$ cat src/rtl/aludec_pkg.sv
package aludec_pkg;

  localparam int IW      = 16;
  localparam int RIDX_W  = 5;
  localparam int DW      = 8;
  localparam int OPW     = 4;
  localparam int NSRC    = 4;
  localparam int NIB     = 4;
  localparam int UPPER_BASE = 16;

  typedef enum logic [OPW-1:0] {
    OP_ADD   = 4'd0,
    OP_ADC   = 4'd1,
    OP_SUB   = 4'd2,
    OP_SBC   = 4'd3,
    OP_AND   = 4'd4,
    OP_OR    = 4'd5,
    OP_XOR   = 4'd6,
    OP_CP    = 4'd7,
    OP_CPC   = 4'd8,
    OP_MUL   = 4'd9,
    OP_MULS  = 4'd10,
    OP_MULSU = 4'd11,
    OP_COM   = 4'd12,
    OP_NEG   = 4'd13,
    OP_DEC   = 4'd14,
    OP_INC   = 4'd15
  } op_e;

  typedef struct packed {
    logic              hit;
    op_e               op;
    logic [RIDX_W-1:0] rd;
    logic [RIDX_W-1:0] rs;
    logic [DW-1:0]     imm;
    logic              imm_used;
    logic              flag_we;
    logic              reg_we;
  } dec_t;

  // Joins a split-out top bit with the low nibble of an index.
  function automatic logic [RIDX_W-1:0] join_idx(input logic top, input logic [NIB-1:0] low);
    return {top, low};
  endfunction

  // Index into the upper bank (16..31) from a 4-bit field.
  function automatic logic [RIDX_W-1:0] upper_idx(input logic [NIB-1:0] f);
    return RIDX_W'(UPPER_BASE) + RIDX_W'(f);
  endfunction

  // Index into 16..23 from a 3-bit field.
  function automatic logic [RIDX_W-1:0] upper8_idx(input logic [2:0] f);
    return RIDX_W'(UPPER_BASE) + RIDX_W'(f);
  endfunction

  // Rebuilds an 8-bit constant from two nibbles.
  function automatic logic [DW-1:0] join_imm(input logic [NIB-1:0] hi, input logic [NIB-1:0] lo);
    return {hi, lo};
  endfunction

  // Compare operations only update flags.
  function automatic logic writes_back(input op_e o);
    return !(o == OP_CP || o == OP_CPC);
  endfunction

endpackage

$ cat src/rtl/aludec_pair.sv
module aludec_pair
  import aludec_pkg::*;
(
  input  logic [IW-1:0] instr,
  output dec_t          res
);
  logic [5:0] prefix;
  logic       known;
  op_e        sel;

  assign prefix = instr[IW-1:IW-6];

  always_comb begin
    known = 1'b1;
    sel   = OP_ADD;
    case (prefix)
      6'b000011: sel = OP_ADD;
      6'b000111: sel = OP_ADC;
      6'b000110: sel = OP_SUB;
      6'b000010: sel = OP_SBC;
      6'b001000: sel = OP_AND;
      6'b001010: sel = OP_OR;
      6'b001001: sel = OP_XOR;
      6'b000101: sel = OP_CP;
      6'b000001: sel = OP_CPC;
      6'b100111: sel = OP_MUL;
      default:   known = 1'b0;
    endcase
  end

  always_comb begin
    res          = '0;
    res.hit      = known;
    res.op       = sel;
    res.rd       = join_idx(instr[8], instr[7:4]);
    res.rs       = join_idx(instr[9], instr[3:0]);
    res.flag_we  = 1'b1;
    res.reg_we   = writes_back(sel);
  end
endmodule

$ cat src/rtl/aludec_single.sv
module aludec_single
  import aludec_pkg::*;
(
  input  logic [IW-1:0] instr,
  output dec_t          res
);
  logic group_ok;
  logic known;
  op_e  sel;

  assign group_ok = (instr[IW-1:9] == 7'b1001010);

  always_comb begin
    known = 1'b1;
    sel   = OP_COM;
    case (instr[3:0])
      4'b0000: sel = OP_COM;
      4'b0001: sel = OP_NEG;
      4'b1010: sel = OP_DEC;
      4'b1011: sel = OP_INC;
      default: known = 1'b0;
    endcase
  end

  always_comb begin
    res         = '0;
    res.hit     = group_ok && known;
    res.op      = sel;
    res.rd      = join_idx(instr[8], instr[7:4]);
    res.flag_we = 1'b1;
    res.reg_we  = 1'b1;
  end
endmodule

$ cat src/rtl/aludec_imm.sv
module aludec_imm
  import aludec_pkg::*;
(
  input  logic [IW-1:0] instr,
  output dec_t          res
);
  logic is_cmp;
  logic is_clr;

  assign is_cmp = (instr[15:12] == 4'b0011);
  assign is_clr = (instr[15:12] == 4'b0111);

  always_comb begin
    res          = '0;
    res.hit      = is_cmp || is_clr;
    res.op       = is_cmp ? OP_CP : OP_AND;
    res.rd       = upper_idx(instr[7:4]);
    res.imm      = join_imm(instr[11:8], instr[3:0]);
    res.imm_used = 1'b1;
    res.flag_we  = 1'b1;
    res.reg_we   = !is_cmp;
  end
endmodule

$ cat src/rtl/aludec_mul.sv
module aludec_mul
  import aludec_pkg::*;
(
  input  logic [IW-1:0] instr,
  output dec_t          res
);
  logic is_ss;
  logic is_su;

  assign is_ss = (instr[15:8] == 8'h02);
  assign is_su = (instr[15:8] == 8'h03) && !instr[7] && !instr[3];

  always_comb begin
    res         = '0;
    res.hit     = is_ss || is_su;
    res.flag_we = 1'b1;
    res.reg_we  = 1'b1;
    if (is_su) begin
      res.op = OP_MULSU;
      res.rd = upper8_idx(instr[6:4]);
      res.rs = upper8_idx(instr[2:0]);
    end else begin
      res.op = OP_MULS;
      res.rd = upper_idx(instr[7:4]);
      res.rs = upper_idx(instr[3:0]);
    end
  end
endmodule

$ cat src/rtl/aludec_stage.sv
module aludec_stage
  import aludec_pkg::*;
(
  input  logic              clk,
  input  logic              rst_n,
  input  logic              in_valid,
  input  logic [IW-1:0]     instr,
  output logic              out_valid,
  output logic [OPW-1:0]    op,
  output logic [RIDX_W-1:0] rd,
  output logic [RIDX_W-1:0] rs,
  output logic [DW-1:0]     imm,
  output logic              imm_used,
  output logic              flag_we,
  output logic              reg_we,
  output logic              unsupported
);
  dec_t            src [NSRC];
  dec_t            merged;
  logic [NSRC-1:0] hits;
  logic            no_match;

  aludec_pair   u_pair   (.instr(instr), .res(src[0]));
  aludec_single u_single (.instr(instr), .res(src[1]));
  aludec_imm    u_imm    (.instr(instr), .res(src[2]));
  aludec_mul    u_mul    (.instr(instr), .res(src[3]));

  genvar g;
  generate
    for (g = 0; g < NSRC; g++) begin : g_hit
      assign hits[g] = src[g].hit;
    end
  endgenerate

  // Format groups are disjoint, so masked OR merges them.
  always_comb begin
    merged = '0;
    for (int i = 0; i < NSRC; i++) begin
      if (src[i].hit) merged = dec_t'(merged | src[i]);
    end
  end

  assign no_match = (hits == '0);

  always_ff @(posedge clk or negedge rst_n) begin
    if (!rst_n) begin
      out_valid   <= 1'b0;
      op          <= '0;
      rd          <= '0;
      rs          <= '0;
      imm         <= '0;
      imm_used    <= 1'b0;
      flag_we     <= 1'b0;
      reg_we      <= 1'b0;
      unsupported <= 1'b0;
    end else begin
      out_valid <= in_valid;
      if (in_valid) begin
        op          <= merged.op;
        rd          <= merged.rd;
        rs          <= merged.rs;
        imm         <= merged.imm;
        imm_used    <= merged.imm_used;
        flag_we     <= merged.flag_we;
        reg_we      <= merged.reg_we;
        unsupported <= no_match;
      end
    end
  end
endmodule

$ cat config.mk
export PLATFORM = sky130hd
export DESIGN_NAME = aludec_stage
export DESIGN_NICKNAME = d
export VERILOG_FILES = /design/src/rtl/aludec_pkg.sv /design/src/rtl/aludec_pair.sv /design/src/rtl/aludec_single.sv /design/src/rtl/aludec_imm.sv /design/src/rtl/aludec_mul.sv /design/src/rtl/aludec_stage.sv
export SDC_FILE = /design/constraint.sdc
export NUM_CORES = 1
export LEC_CHECK = 0
export ABC_AREA = 0
export BUFFER_PORTS_ARGS = -buffer_cell sky130_fd_sc_hd__buf_2
export CORE_AREA = 5 5 86 88
export CTS_BUF_LIST = sky130_fd_sc_hd__clkbuf_8
export CTS_CLUSTER_SIZE = 10
export DETAILED_ROUTE_END_ITERATION = 8
export DIE_AREA = 0 0 91 93
export GPL_TIMING_DRIVEN = 0
export PLACE_DENSITY_LB_ADDON = 0.3
export SLEW_MARGIN = 20
export SYNTH_ARGS = -nofsm -noshare
export SYNTH_HDL_FRONTEND = slang
export SYNTH_HIERARCHICAL = 1
export SYNTH_SLANG_ARGS = --single-unit
$ cat constraint.sdc
create_clock -name clk -period 0.8 [get_ports clk]
set_input_delay 0.12 -clock clk [delete_from_list [all_inputs] [get_ports clk]]
set_output_delay 0.12 -clock clk [all_outputs]
set_load 0.02 [all_outputs]
==> qor.csv <==
stage,metric,value,unit
routing,Total Wirelength,7.16,mm
floorplan,Die Span X,91,um
pwr,LEAKAGE,0.00192,uW
sta,Fin Hold WS,-145,ps
synthesis,synthesized flop and latch total,27,
layout,fillers,519,
cts,Worst-path clk slew,100,ps
sta,setup_tns,-11900,ps
pwr,Combinational Power Share,42.8,%
cts,CTS H-tree depth,1,
synthesis,synthesized area,2530,um^2
routing,total iterations of the first detailed-routing run,4,
place,dpl hpwl,4.55,mm
worst_setup_path,CP top delay family,simple AND/OR/NAND/NOR gates,
hold_path,HP Class,in2async,
floorplan,total core area,6570,um^2
synthesis,Yosys warnings,6,
cts,Clock Latency Late Sink,280,ps
sta,RSZ-0062 raised after global routing,yes,
status,status,"finished, violations left",
worst_setup_path,largest stage delay on the critical path,560,ps
cts,CTS Buf Count,3,
sta,clock skew,0,ps
worst_setup_path,Critical-path top delay cell,or4_4,
routing,DR iter-0 viols,127,
grt,total grt overflow,0,
floorplan,die area,8460,um^2
routing,Vias,2379,
layout,multi-input logic area,1350,um^2
cts,CTS tree,yes,
layout,layout cells sized above 1,56.1,%
status,failing checks,"hold timing, setup timing",
cts,clk sink count,27,
worst_setup_path,CP Buf/Inv Count,3,
floorplan,num rows,30,
place,PortBufs,42,
sta,Final Setup Violations,53,
sta,Fmax achieved,772,MHz
worst_setup_path,crit path kind,in2reg,
floorplan,Starting Density,38.5,%
grt,total global-route track usage,16.4,%
pwr,Reg power frac,37.7,%
synthesis,post-synthesis sequential area ratio,26.7,%
pwr,P_int,2880,uW
cts,Hold Buf Count CTS,1,
synthesis,Synth cell types,35,
worst_setup_path,startpoint class of the critical path,primary input,
grt,vias in the first global route,2408,
sta,Pins Over Slew Limit,0,
worst_setup_path,CP endpoint kind,flip-flop,
sta,setup ws final,-495,ps
sta,Final min period,1290,ps
place,RePlAce Congestion,0.774,
worst_setup_path,CP Max Fanout,5,
routing,Residual DRC,0,
layout,fin util,61.6,%
layout,Nets,451,
pwr,Sw Share,31.8,%
worst_setup_path,CP cell instances,buf_8 > or4_4 > nor3_4 > buf_6 > buf_4 > nor4_2 > mux2_4,
pwr,power density cells,1050,nW/um^2
worst_setup_path,worst path arrival time,1470,ps
routing,DR WL/cell,14.0,um
pwr,peak supply drop,0.677,mV
layout,Area Growth Syn to Fin,60.0,%
sta,final period utilization,162,%
cts,Bufs on Longest Clock Path,2,
routing,Vias/cell,4.66,
layout,n_diodes,0,
grt,antenna violations before repair,0,
pwr,P_sw,1340,uW
floorplan,I/O pins,46,
grt,largest net degree at the start of global routing,28,
job,MaxCap Viol Count,0,
grt,first-pass GRT wire length,11.5,mm
floorplan,Die Ht,93,um
pwr,Clock Power Share,19.5,%
sta,final-report hold violation count,27,
layout,FF+latch area,676,um^2
sta,Slew HR,56.1,%
routing,Routed Antenna Nets,0,
sta,Slew @ Worst Pin,659,ps
synthesis,Post-Syn Instances,291,
synthesis,Mean Syn Cell Area,8.69,um^2
cts,Root Driver,clkbuf_8,
worst_setup_path,Worst Path Required,970,ps
repair_timing:
| item | 4_1_cts | 5_1_grt |
|---|---|---|
| resized for setup | 103 | 10 |
| pin swaps | 19 | 15 |
| hold endpoints to repair | 28 | 27 |
| buffers inserted | 32 | 13 |
| cloned | 3 | 1 |
| setup endpoints to repair | 53 | 53 |
synth_stat cells (all sizes together):
cell type | count | area [um^2]
inv | 3 | 11.3
buf | 110 | 848
nand2b | 1 | 13.8
or3 | 1 | 6.26
nor2b | 1 | 6.26
nand3 | 3 | 15.0
o41ai | 1 | 8.76
o2111ai | 1 | 8.76
or3b | 4 | 35.0
clkbuf | 4 | 15.0
and4bb | 1 | 12.5
a21oi | 3 | 15.0
a31oi | 25 | 156
o21bai | 1 | 7.51
nor3 | 3 | 15.0
a22oi | 50 | 375
mux2 | 1 | 11.3
a211o | 2 | 18.8
xor2 | 2 | 17.5
nand4bb | 2 | 22.5
or4 | 2 | 18.8
a211oi | 2 | 20.0
nor3b | 2 | 15.0
nor2 | 26 | 97.6
o21a | 1 | 7.51
dfrtp | 27 | 676
and3b | 2 | 17.5
nor4 | 2 | 25.0
conb | 8 | 30.0
placed cells by master, fill, tap and decap left out, types with 2 or more instances in the layout:
cell      synthesis  final
a22oi_1          50     26
xor2_1            2      2
or3b_4            0      2
a211oi_2          1      2
buf_6            10     36
clkbuf_8          0      3
nor2_1           26     26
inv_1             3      4
buf_4            94    128
nand3_1           3      3
nor3b_1           2      2
clkbuf_1          4      4
buf_8             0     12
buf_2             6     13
and3b_1           2      2
dfrtp_1          27     27
a31oi_1          25     25
buf_12            0      7
a21oi_1           3      2
a22oi_2           0     24
conb_1            8     54
nor3_1            3      2
power by group through the flow:
stage	combinational (uW)	clock (uW)	sequential, uW
finish	1810	824	1600
global route	1930	908	1610
CTS	1710	843	1600
detailed placement	1280	0	1590
global placement	1270	0	1590
floorplan	756	0	1750
cell type report:
| type | count | share of cell area (%) |
|---|---|---|
| well taps | 80 | 2.48 |
| clock buffers | 3 | 1.02 |
| plain buffers | 113 | 23.0 |
| repair buffers | 91 | 23.0 |
| multi-input cells | 193 | 33.4 |
| clock inverters | 1 | 0.0928 |
| inverters | 3 | 0.278 |
| flip-flops and latches | 27 | 16.7 |
stage by stage:
step | instance area (um^2) | instances | total power [uW] | worst slack, ps
5_1_grt | 4040 | 511 | 4450 | -539
4_1_cts | 3890 | 498 | 4150 | -452
3_3_place_gp | 3130 | 459 | 2850 | -865
6_report | 4040 | 511 | 4230 | -495
3_5_place_dp | 3130 | 459 | 2880 | -922
2_1_floorplan | 2820 | 337 | 2510 | -534
worst paths after layout:
kind,startpoint,to,slack (ps),cells past startpoint
max in group asynchronous,rst_n,op[0]$_DFFE_PN0P_,520,1
worst min register to register,rd[0]$_DFFE_PN0P_,rd[0]$_DFFE_PN0P_,560,2
worst max-delay path,instr[10],unsupported$_DFFE_PN0P_,-490,7
min in group clk,instr[5],rd[1]$_DFFE_PN0P_,110,3
worst min-delay path,rst_n,rs[3]$_DFFE_PN0P_,-140,1
worst max register to register,unsupported$_DFFE_PN0P_,unsupported$_DFFE_PN0P_,-110,2
sequential cells by signal, indices dropped and copies added, names as in the netlist:
register	count
imm_used	1
reg_we	1
flag_we	1
imm	8
unsupported	1
rs	5
rd	5
op	4
out_valid	1
cell families after synthesis:
kind of cell / share of synthesized area (%)
simple gates: 11.9
compound gates: 24.5
buf+inv: 34.6
other cells: 1.19
mux: 0.446
flops: 26.7
xor+xnor: 0.693
layer usage:
layer	vias to the layer above	wire length (um)	global-route usage, %
met5	-	0	0
met1	1139	2940	18.2
li1	1176	-	-
met3	10	287	2.57
met4	0	135	5.99
met2	54	3810	31.3
No activity file was read; power rests on OpenSTA's default activity.
